<file path="config.mk">
export PLATFORM = sky130hd
export DESIGN_NAME = pcpwm_timer
export DESIGN_NICKNAME = d
export VERILOG_FILES = /design/src/rtl/pcpwm_pkg.sv /design/src/rtl/pcpwm_prescaler.sv /design/src/rtl/pcpwm_cmpbuf.sv /design/src/rtl/pcpwm_counter.sv /design/src/rtl/pcpwm_outgen.sv /design/src/rtl/pcpwm_timer.sv
export SDC_FILE = /design/constraint.sdc
export NUM_CORES = 1
export LEC_CHECK = 0
export ABC_AREA = 1
export BUFFER_PORTS_ARGS = -buffer_cell sky130_fd_sc_hd__buf_2
export CAP_MARGIN = 20
export CORE_MARGIN = 3
export CORE_UTILIZATION = 49
export DETAILED_ROUTE_END_ITERATION = 6
export GPL_TIMING_DRIVEN = 1
export HOLD_SLACK_MARGIN = 0.03
export MAX_ROUTING_LAYER = met4
export PLACE_DENSITY_LB_ADDON = 0.1
export SLEW_MARGIN = 15
export SYNTH_ARGS = -nofsm -noshare
export SYNTH_HDL_FRONTEND = slang
export SYNTH_SLANG_ARGS = --single-unit
export TNS_END_PERCENT = 50
</file>
<file path="constraint.sdc">
create_clock -name clk -period 3.7 [get_ports clk]
set_input_delay 0.74 -clock clk [delete_from_list [all_inputs] [get_ports clk]]
set_output_delay 0.74 -clock clk [all_outputs]
set_load 0.01 [all_outputs]
</file>
<file path="src/rtl/pcpwm_pkg.sv">
package pcpwm_pkg;

   typedef enum logic [1:0] {
      OUT_HOLD0  = 2'd0,
      OUT_HOLD1  = 2'd1,
      OUT_NONINV = 2'd2,
      OUT_INV    = 2'd3
   } out_mode_e;

   localparam logic [2:0] WAVE_FULL = 3'd3;
   localparam logic [2:0] WAVE_VAR  = 3'd7;

   // log2 of the divide factor for each select code
   function automatic int unsigned div_shift(input logic [2:0] sel);
      case (sel)
         3'd1:    div_shift = 0;
         3'd2:    div_shift = 3;
         3'd3:    div_shift = 5;
         3'd4:    div_shift = 6;
         3'd5:    div_shift = 7;
         3'd6:    div_shift = 8;
         3'd7:    div_shift = 10;
         default: div_shift = 0;
      endcase
   endfunction

endpackage

</file>
<file path="src/rtl/pcpwm_prescaler.sv">
module pcpwm_prescaler #(
   parameter int PSC_BITS = 10
) (
   input  logic       clk,
   input  logic       rst_n,
   input  logic [2:0] sel,
   output logic       tick
);
   import pcpwm_pkg::*;

   logic [PSC_BITS-1:0] div_q;
   logic [PSC_BITS-1:0] mask;

   always_ff @(posedge clk or negedge rst_n) begin
      if (!rst_n) div_q <= '0;
      else        div_q <= div_q + 1'b1;
   end

   always_comb begin
      mask = '0;
      for (int i = 0; i < PSC_BITS; i++)
         if (i < int'(div_shift(sel))) mask[i] = 1'b1;
   end

   assign tick = (sel != 3'd0) && ((div_q & mask) == '0);

endmodule

</file>
<file path="src/rtl/pcpwm_cmpbuf.sv">
module pcpwm_cmpbuf #(
   parameter int W        = 8,
   parameter bit BUFFERED = 1'b1
) (
   input  logic         clk,
   input  logic         rst_n,
   input  logic [W-1:0] a_wdata,
   input  logic         a_we,
   input  logic [W-1:0] b_wdata,
   input  logic         b_we,
   input  logic         load,
   output logic [W-1:0] a_act,
   output logic [W-1:0] b_act,
   output logic [W-1:0] b_next
);
   generate
      if (BUFFERED) begin : g_dbl
         logic [W-1:0] a_hold, b_hold, a_q, b_q;
         always_ff @(posedge clk or negedge rst_n) begin
            if (!rst_n) begin
               a_hold <= '0;
               b_hold <= '0;
               a_q    <= '0;
               b_q    <= '0;
            end else begin
               if (a_we) a_hold <= a_wdata;
               if (b_we) b_hold <= b_wdata;
               if (load) begin
                  a_q <= a_hold;
                  b_q <= b_hold;
               end
            end
         end
         assign a_act  = a_q;
         assign b_act  = b_q;
         assign b_next = b_hold;
      end else begin : g_direct
         logic [W-1:0] a_q, b_q;
         always_ff @(posedge clk or negedge rst_n) begin
            if (!rst_n) begin
               a_q <= '0;
               b_q <= '0;
            end else begin
               if (a_we) a_q <= a_wdata;
               if (b_we) b_q <= b_wdata;
            end
         end
         assign a_act  = a_q;
         assign b_act  = b_q;
         assign b_next = b_q;
      end
   endgenerate

endmodule

</file>
<file path="src/rtl/pcpwm_counter.sv">
module pcpwm_counter #(
   parameter int W = 8
) (
   input  logic         clk,
   input  logic         rst_n,
   input  logic         tick,
   input  logic [2:0]   wave_mode,
   input  logic [W-1:0] var_top,
   output logic [W-1:0] cnt,
   output logic [W-1:0] top,
   output logic         up,
   output logic         step,
   output logic         turn,
   output logic         bottom
);
   import pcpwm_pkg::*;

   localparam logic [W-1:0] MAXV = {W{1'b1}};

   logic [W-1:0] cnt_q;
   logic         up_q;
   logic         run;

   assign run    = (wave_mode == WAVE_FULL) || (wave_mode == WAVE_VAR);
   assign top    = (wave_mode == WAVE_VAR) ? var_top : MAXV;
   assign step   = tick && run;
   assign turn   = step && up_q && (cnt_q >= top);
   assign bottom = step && !up_q && (cnt_q == '0);

   always_ff @(posedge clk or negedge rst_n) begin
      if (!rst_n) begin
         cnt_q <= '0;
         up_q  <= 1'b1;
      end else if (step) begin
         if (up_q) begin
            if (cnt_q >= top) begin
               if (cnt_q != '0) begin
                  cnt_q <= cnt_q - 1'b1;
                  up_q  <= 1'b0;
               end
            end else begin
               cnt_q <= cnt_q + 1'b1;
            end
         end else if (cnt_q == '0) begin
            cnt_q <= {{(W-1){1'b0}}, 1'b1};
            up_q  <= 1'b1;
         end else begin
            cnt_q <= cnt_q - 1'b1;
         end
      end
   end

   assign cnt = cnt_q;
   assign up  = up_q;

endmodule

</file>
<file path="src/rtl/pcpwm_outgen.sv">
module pcpwm_outgen #(
   parameter int W = 8
) (
   input  logic         clk,
   input  logic         rst_n,
   input  logic         step,
   input  logic         up,
   input  logic         turn,
   input  logic         bottom,
   input  logic [W-1:0] cnt,
   input  logic [W-1:0] top,
   input  logic [W-1:0] cmp,
   input  logic [W-1:0] cmp_next,
   input  logic [1:0]   com_mode,
   output logic         oc
);
   import pcpwm_pkg::*;

   logic up_lvl, dn_lvl, active, oc_q;

   assign active = (com_mode == OUT_NONINV) || (com_mode == OUT_INV);
   assign up_lvl = (com_mode == OUT_INV);
   assign dn_lvl = ~up_lvl;

   always_ff @(posedge clk or negedge rst_n) begin
      if (!rst_n) begin
         oc_q <= 1'b0;
      end else if (step && active) begin
         if (turn)
            oc_q <= ((cmp_next != '0) && (cmp_next >= top)) ? dn_lvl : up_lvl;
         else if (bottom)
            oc_q <= (cmp == '0) ? up_lvl : dn_lvl;
         else if (cnt == cmp)
            oc_q <= up ? up_lvl : dn_lvl;
      end
   end

   assign oc = oc_q;

endmodule

</file>
<file path="src/rtl/pcpwm_timer.sv">
module pcpwm_timer #(
   parameter int W        = 8,
   parameter int PSC_BITS = 10,
   parameter bit BUFFERED = 1'b1
) (
   input  logic         clk,
   input  logic         rst_n,
   input  logic [2:0]   clk_sel,
   input  logic [2:0]   wave_mode,
   input  logic [1:0]   com_mode,
   input  logic         dir_en,
   input  logic [W-1:0] cmpa_wdata,
   input  logic         cmpa_we,
   input  logic [W-1:0] cmpb_wdata,
   input  logic         cmpb_we,
   input  logic         ovf_clr,
   output logic [W-1:0] count_o,
   output logic         oc_pin,
   output logic         oc_oe,
   output logic         ovf_flag
);
   generate
      if (W < 2) begin : g_bad_w
         $error("pcpwm_timer: W must be at least 2");
      end
      if (PSC_BITS < 10) begin : g_bad_psc
         $error("pcpwm_timer: PSC_BITS must be at least 10");
      end
   endgenerate

   logic         tick, step, turn, bottom, up, oc;
   logic [W-1:0] a_act, b_act, b_next, top;
   logic         ovf_q;

   pcpwm_prescaler #(.PSC_BITS(PSC_BITS)) u_psc (
      .clk(clk), .rst_n(rst_n), .sel(clk_sel), .tick(tick)
   );

   pcpwm_cmpbuf #(.W(W), .BUFFERED(BUFFERED)) u_buf (
      .clk(clk), .rst_n(rst_n),
      .a_wdata(cmpa_wdata), .a_we(cmpa_we),
      .b_wdata(cmpb_wdata), .b_we(cmpb_we),
      .load(turn), .a_act(a_act), .b_act(b_act), .b_next(b_next)
   );

   pcpwm_counter #(.W(W)) u_cnt (
      .clk(clk), .rst_n(rst_n), .tick(tick), .wave_mode(wave_mode),
      .var_top(a_act), .cnt(count_o), .top(top), .up(up),
      .step(step), .turn(turn), .bottom(bottom)
   );

   pcpwm_outgen #(.W(W)) u_out (
      .clk(clk), .rst_n(rst_n), .step(step), .up(up), .turn(turn),
      .bottom(bottom), .cnt(count_o), .top(top), .cmp(b_act),
      .cmp_next(b_next), .com_mode(com_mode), .oc(oc)
   );

   always_ff @(posedge clk or negedge rst_n) begin
      if (!rst_n)       ovf_q <= 1'b0;
      else if (bottom)  ovf_q <= 1'b1;
      else if (ovf_clr) ovf_q <= 1'b0;
   end

   assign ovf_flag = ovf_q;
   assign oc_oe    = dir_en && com_mode[1];
   assign oc_pin   = oc_oe ? oc : 1'b0;

endmodule

</file>
==> results of run 1 <==
-- cells in the final DEF (no fill, tap or decap), drive strengths merged --
cell type  Yosys  routed
nand2        105     105
dfrtp         52      52
inv           51      51
o21ai         47      47
buf            7      42
nor2          37      37
xor2          22      22
ha            20      20
nand3         19      19
a21oi         11      11
nor3           8       8
nand4          7       7
clkbuf         2       7
or2            4       4
o21a           2       2
o211ai         2       2
xnor2          2       2
nor4           2       2
o21bai         2       2
and2           1       1
clkinv         1       1
clkinvlp       0       1
dfstp          1       1
-- cell type report --
type | count | area (µm²)
sequential | 53 | 1330
inverter | 52 | 199
timing repair buffer | 42 | 215
multi-input combinational | 291 | 1730
clock inverter | 1 | 7.51
clock buffer | 7 | 76.3
fill | 600 | 2810
tap | 77 | 96.3
-- critical path: cells and delay by family --
kind / cells / cell delay, ns
buffers and inverters: 2 / 0.43
adder cells (fa/ha/maj): 1 / 0.31
AO/OA/AOI/OAI: 1 / 0.05
AND/OR/NAND/NOR: 8 / 1.38
-- worst paths after layout --
path	endpoint	slack, ns	cells after the start
setup / recovery	u_buf.b_act[3]	0.98	12
hold / removal	u_cnt.cnt[4]	0.47	1
setup reg to reg	u_buf.b_act[3]	1.37	9
hold reg to reg	u_psc.div_q[0]	0.47	1
max in group asynchronous	u_buf.b_act[2]	2.46	2
min in group clk	u_psc.div_q[0]	0.47	1
-- cells by family after synthesis --
family / synth area share [%]
flip-flops: 40.0
buffers and inverters: 7.99
XOR/XNOR: 6.33
AND/OR/NAND/NOR: 26.0
AO/OA/AOI/OAI: 12.1
adder cells (fa/ha/maj): 7.54
-- registers in the layout (all words and copies together), names as in the netlist --
name                flops
ovf_flag                1
u_psc.div_q            10
u_cnt.up                1
u_buf.b_act             8
u_cnt.cnt               8
u_buf.b_next            8
u_buf.a_act             8
u_buf.g_dbl.a_hold      8
u_out.oc                1
-- where the power goes --
group / internal, mW / switching, mW
combinational: 0.208 / 0.289
clock: 0.134 / 0.190
sequential: 0.637 / 0.115
-- through the flow --
| step | utilization [%] | total power [mW] | hold WS (ns) | area, µm² |
|---|---|---|---|---|
| 2_1_floorplan | - | 1.11 | 0.437 | 3320 |
| 3_3_place_gp | 55.2 | 1.25 | 0.454 | 3570 |
| 3_5_place_dp | 55.2 | 1.26 | 0.459 | 3570 |
| 4_1_cts | 56.5 | 1.58 | 0.474 | 3650 |
| 5_1_grt | 56.5 | 1.68 | 0.500 | 3650 |
| 6_report | 56.5 | 1.57 | 0.470 | 3650 |
-- routing by layer --
| layer | share of wire, % | vias to the layer above | wire length, µm | GRT usage [%] |
|---|---|---|---|---|
| met5 | 0 | - | 0 | - |
| met3 | 4.1 | 4 | 286 | 2.89 |
| li1 | - | 1379 | - | - |
| met4 | 0.70 | 0 | 49 | 4.12 |
| met2 | 46 | 56 | 3230 | 31.4 |
| met1 | 49 | 1260 | 3440 | 26.8 |
==> flow_summary_export.csv, run 1 <==
group,metric,value,unit
outcome,status,"finished clean",
clock_tree,postCtsResizedCells,0,
grt,grt_antenna_before_repair,0,
timing,fin_crit,2.72,ns
floorplanning,dieArea,7800,µm²
yosys,synth_top_cell_by_area,"dfrtp_1",
clock_tree,clk_pin_slew_worst_paths,0.09,ns
grt,grt_pass1_vias,2550,
worst_setup_path,cp_slowest_cell,"nand3_4",
clock_tree,cts.path.max_buffers,2,
yosys,synth_cells,405,
timing,finalHoldViolCount,0,
yosys,ys_top_cells_by_area,"dfrtp_1 39%, nand2_1 10%, ha_1 7.5%, xor2_1 5.8%, inv_1 5.0%",
grt,overflow,0,
route,wl_per_cell,13.4,µm
floorplanning,rows,29,
worst_setup_path,slowest_delay,0.33,ns
floorplanning,start_util,51.4,%
place,place.gp.congestion,0.901,
route,drt-initial-drc-count,124,
worst_setup_path,crit_path_max_fanout,23,
place,dp_slack,0.648,ns
route,ant_nets,0,
floorplanning,die_w,88.3,µm
pwr,p_per_area,431,nW/µm²
yosys,synth_top_area_share,39.2,%
yosys,synth_ff_type,"dfrtp_1",
pwr,cellLeakagePower,1.89,nW
final_layout,area_growth_syn_to_layout,9.91,%
final_layout,finalNetCount,495,
route,finalWirelength,7000,µm
clock_tree,clock_sinks,53,
clock_tree,holdBufCountCts,0,
yosys,synth_nets,455,
timing,finalSetupViolations,0,
timing,slew_viol_final,0,
worst_setup_path,critical_path_class,"in2reg",
timing,fin_skew,0.00338,ns
yosys,ys_types,39,
yosys,yosysWarnings,0,
final_layout,final_cells,523,
worst_setup_path,critPathLaunchType,"primary input",
worst_setup_path,crit_start,"wave_mode[0]",
run,cap_violations,0,
worst_setup_path,required,3.91,ns
floorplanning,die_height,88.3,µm
timing,max_slew_margin,52.7,%
worst_hold_path,hp-class,"in2async",
pwr,ir_drop,0.198,mV
worst_setup_path,cp.arrival,2.92,ns
yosys,ys_seq_elements,53,
place,hpwl,5570,µm
grt,grt_use_total,19.7,%
clock_tree,cts_setup_buffers,0,
route,firstDrtPassIters,5,
route,routed-via-count,2699,
clock_tree,h-tree-depth,2,
yosys,yosysMostFrequentCell,"nand2_1",
final_layout,drive_gt1_share,22.6,%
route,viasPerCell,5.16,
yosys,synth_edf_count,0,
worst_setup_path,path_cells,"buf_2 > nand3_1 > nor2_1 > ha_1 > nand2_1 > nor2_1 > nand4_1 > nand3_4 > nand3_4 > buf_4 > nand2_2 > o21ai_2",
route,route.detailed.drc,0,
timing,setup_ws,0.984,ns
yosys,syn_area,3320,µm²
yosys,syn_avg_cell_area,8.20,µm²
clock_tree,cts_buffers,5,
clock_tree,clock-root-buffer,"clkbuf_8",
timing,clock.fmax,0.368,GHz
timing,final.setup.tns,0,ns
yosys,yosys-top-cells-count,"90 x nand2_1, 52 x dfrtp_1, 44 x inv_1, 32 x nor2_1, 23 x o21ai_0",
grt,grt_max_degree,32,
timing,rsz0062_at_grt,"no",
timing,period_share,73.4,%
place,dp_cells,515,
floorplanning,core_area,6460,µm²
clock_tree,cts_tree,"yes",
yosys,synth-async-reset-ratio,100,%
clock_tree,clock_latency,0.31,ns
final_layout,diodes,0,
place,port_buffers,40,
timing,worst_slew_pin_slew,0.709,ns
yosys,yosysSeqAreaShare,40.0,%
worst_setup_path,regToRegStartpoint,"u_cnt.cnt[5]",
worst_setup_path,endpoint_kind,"flop",
floorplanning,io_pins,41,
grt,grt_pass1_wl,11800,µm
Power figures use the tool's default switching activity.
==> run 2, diff against run 1 <==
==> constraint.sdc (replaced) <==
create_clock -name clk -period 2.2 [get_ports clk]
set_input_delay 0.44 -clock clk [delete_from_list [all_inputs] [get_ports clk]]
set_output_delay 0.44 -clock clk [all_outputs]
set_load 0.01 [all_outputs]
==> flow_summary_export.csv, run 2 (synthesized netlist as in run 1, its figures left out) <==
group,metric,value,unit
outcome,status,"finished clean",
grt,overflow,0,
timing,rsz0062_at_grt,"no",
worst_setup_path,reg2reg_depth,13,
floorplanning,core_area,6460,µm²
timing,finalSetupViolations,0,
clock_tree,clock_latency,0.32,ns
worst_setup_path,critPathLaunchType,"primary input",
timing,clock.fmax,0.502,GHz
worst_setup_path,rrSetupSlack,0.22,ns
final_layout,area_growth_syn_to_layout,16.5,%
clock_tree,holdBufCountCts,0,
floorplanning,rows,29,
place,place.gp.congestion,0.914,
clock_tree,postCtsResizedCells,0,
route,firstDrtPassIters,4,
timing,finalHoldViolCount,0,
final_layout,diodes,0,
final_layout,largest_reg_flops,10,
place,port_buffers,40,
route,routed-via-count,2721,
timing,fin_skew,0.0122,ns
route,wl_per_cell,13.4,µm
final_layout,final_cell_mix,"90 x nand2_1, 52 x dfrtp_1, 44 x inv_1, 40 x buf_2, 32 x nor2_1",
floorplanning,io_pins,41,
clock_tree,cts_setup_buffers,0,
timing,max_slew_margin,59.8,%
worst_setup_path,critical_path_class,"in2reg",
worst_setup_path,crit_path_max_fanout,8,
timing,slew_viol_final,0,
worst_setup_path,required,2.41,ns
clock_tree,clock-root-buffer,"clkbuf_8",
run,cap_violations,0,
grt,grt_pass1_wl,12300,µm
pwr,switching_power,1.04,mW
pwr,p_per_area,750,nW/µm²
floorplanning,start_util,51.4,%
clock_tree,cts_buffers,5,
pwr,comb_power_share,35.5,%
place,dp_slack,-0.111,ns
final_layout,final_common_cell,"nand2_1",
route,finalWirelength,7260,µm
floorplanning,dieArea,7800,µm²
clock_tree,cts.path.max_buffers,2,
pwr,cellLeakagePower,2.03,nW
pwr,sequentialPowerShare,40.7,%
timing,period_share,90.5,%
floorplanning,die_height,88.3,µm
place,hpwl,5760,µm
worst_setup_path,endpoint_kind,"flop",
route,route.detailed.drc,0,
route,drt-initial-drc-count,121,
clock_tree,clk_pin_slew_worst_paths,0.10,ns
grt,grt_antenna_before_repair,0,
timing,setup_ws,0.210,ns
pwr,p_total,2.90,mW
grt,grt_use_total,20.9,%
floorplanning,die_w,88.3,µm
grt,grt_max_degree,30,
worst_setup_path,cp.arrival,2.20,ns
clock_tree,h-tree-depth,2,
worst_hold_path,hp-class,"in2async",
route,viasPerCell,5.01,
clock_tree,cts_tree,"yes",
timing,worst_slew_pin_slew,0.603,ns
route,ant_nets,0,
timing,final.setup.tns,0,ns
pwr,clock_power_share,23.8,%
final_layout,finalNetCount,515,
pwr,ir_drop,0.365,mV
worst_setup_path,regToRegStartpoint,"u_cnt.cnt[1]",
final_layout,regMostFlops,"u_psc.div_q",
clock_tree,clock_sinks,53,
pwr,power_switching_share,35.9,%
timing,fin_crit,1.99,ns
final_layout,fin_util,59.9,%
final_layout,drive_gt1_share,26.2,%
pwr,internal_power,1.86,mW
worst_setup_path,timing.rr.end,"u_cnt.cnt[0]",
grt,grt_pass1_vias,2594,
[run 2: cell count changes in the layout (fill, tap and decap cells not counted)]
cell	change
buf_4	+17
buf_12	+3
bufinv_16	+1
clkbuf_1	-1
clkbuf_8	+1
clkinvlp_4	-1
[run 2: final cells by class]
| type | count | area, µm² |
|---|---|---|
| clock buffers | 7 | 86.3 |
| clock inverters | 1 | 30.0 |
| fillers | 607 | 2590 |
| inverters | 52 | 199 |
| multi-input cells | 291 | 1730 |
| flip-flops and latches | 53 | 1330 |
| well taps | 77 | 96.3 |
| repair buffers | 62 | 403 |
[run 2: routing by layer]
metal | vias up | GRT usage [%] | share of wire [%]
li1 | 1415 | - | -
met1 | 1249 | 28.0 | 49
met2 | 51 | 33.4 | 45
met3 | 6 | 3.07 | 4.1
met4 | 0 | 5.36 | 1.1
met5 | - | - | 0
[run 2: worst max-delay path by stage]
stage,end,slack (ns),start,cells after the start
finish,u_cnt.cnt[0],0.21,wave_mode[1],14
global route,u_out.oc,0.04,wave_mode[1],18
CTS,u_cnt.cnt[0],0.22,wave_mode[1],14
detailed placement,u_cnt.cnt[0],-0.11,wave_mode[1],14
global placement,u_cnt.cnt[4],-0.03,wave_mode[1],16
floorplan,u_cnt.cnt[4],0.17,wave_mode[1],14
[run 2: power groups by stage]
| stage | clock network (mW) | logic (mW) | registers [mW] |
|---|---|---|---|
| 6_report | 0.691 | 1.03 | 1.18 |
| 5_1_grt | 0.753 | 1.15 | 1.19 |
| 4_1_cts | 0.707 | 1.03 | 1.18 |
| 3_5_place_dp | 0 | 1.03 | 1.20 |
| 3_3_place_gp | 0 | 1.02 | 1.20 |
| 2_1_floorplan | 0 | 0.640 | 1.22 |
[run 2: stage by stage]
| step | area [µm²] | hold WS, ns | cells |
|---|---|---|---|
| after global placement | 3750 | 0.455 | 535 |
| after floorplan | 3320 | 0.144 | 405 |
| after detailed placement | 3750 | 0.462 | 535 |
| after global routing | 3870 | 0.163 | 543 |
| final | 3870 | 0.116 | 543 |
| after CTS | 3870 | 0.147 | 543 |
[run 2: critical path, stage by stage]
cell and delay [ns]:
buf_2 0.08, nand3_1 0.07, buf_4 0.17, nor2_1 0.15, ha_1 0.28, a21oi_1 0.16
o21a_1 0.19, nand3_4 0.14, nand3_1 0.14, nand2_4 0.09, inv_4 0.10, nand2_2 0.07
nand2_1 0.06, o21ai_1 0.06
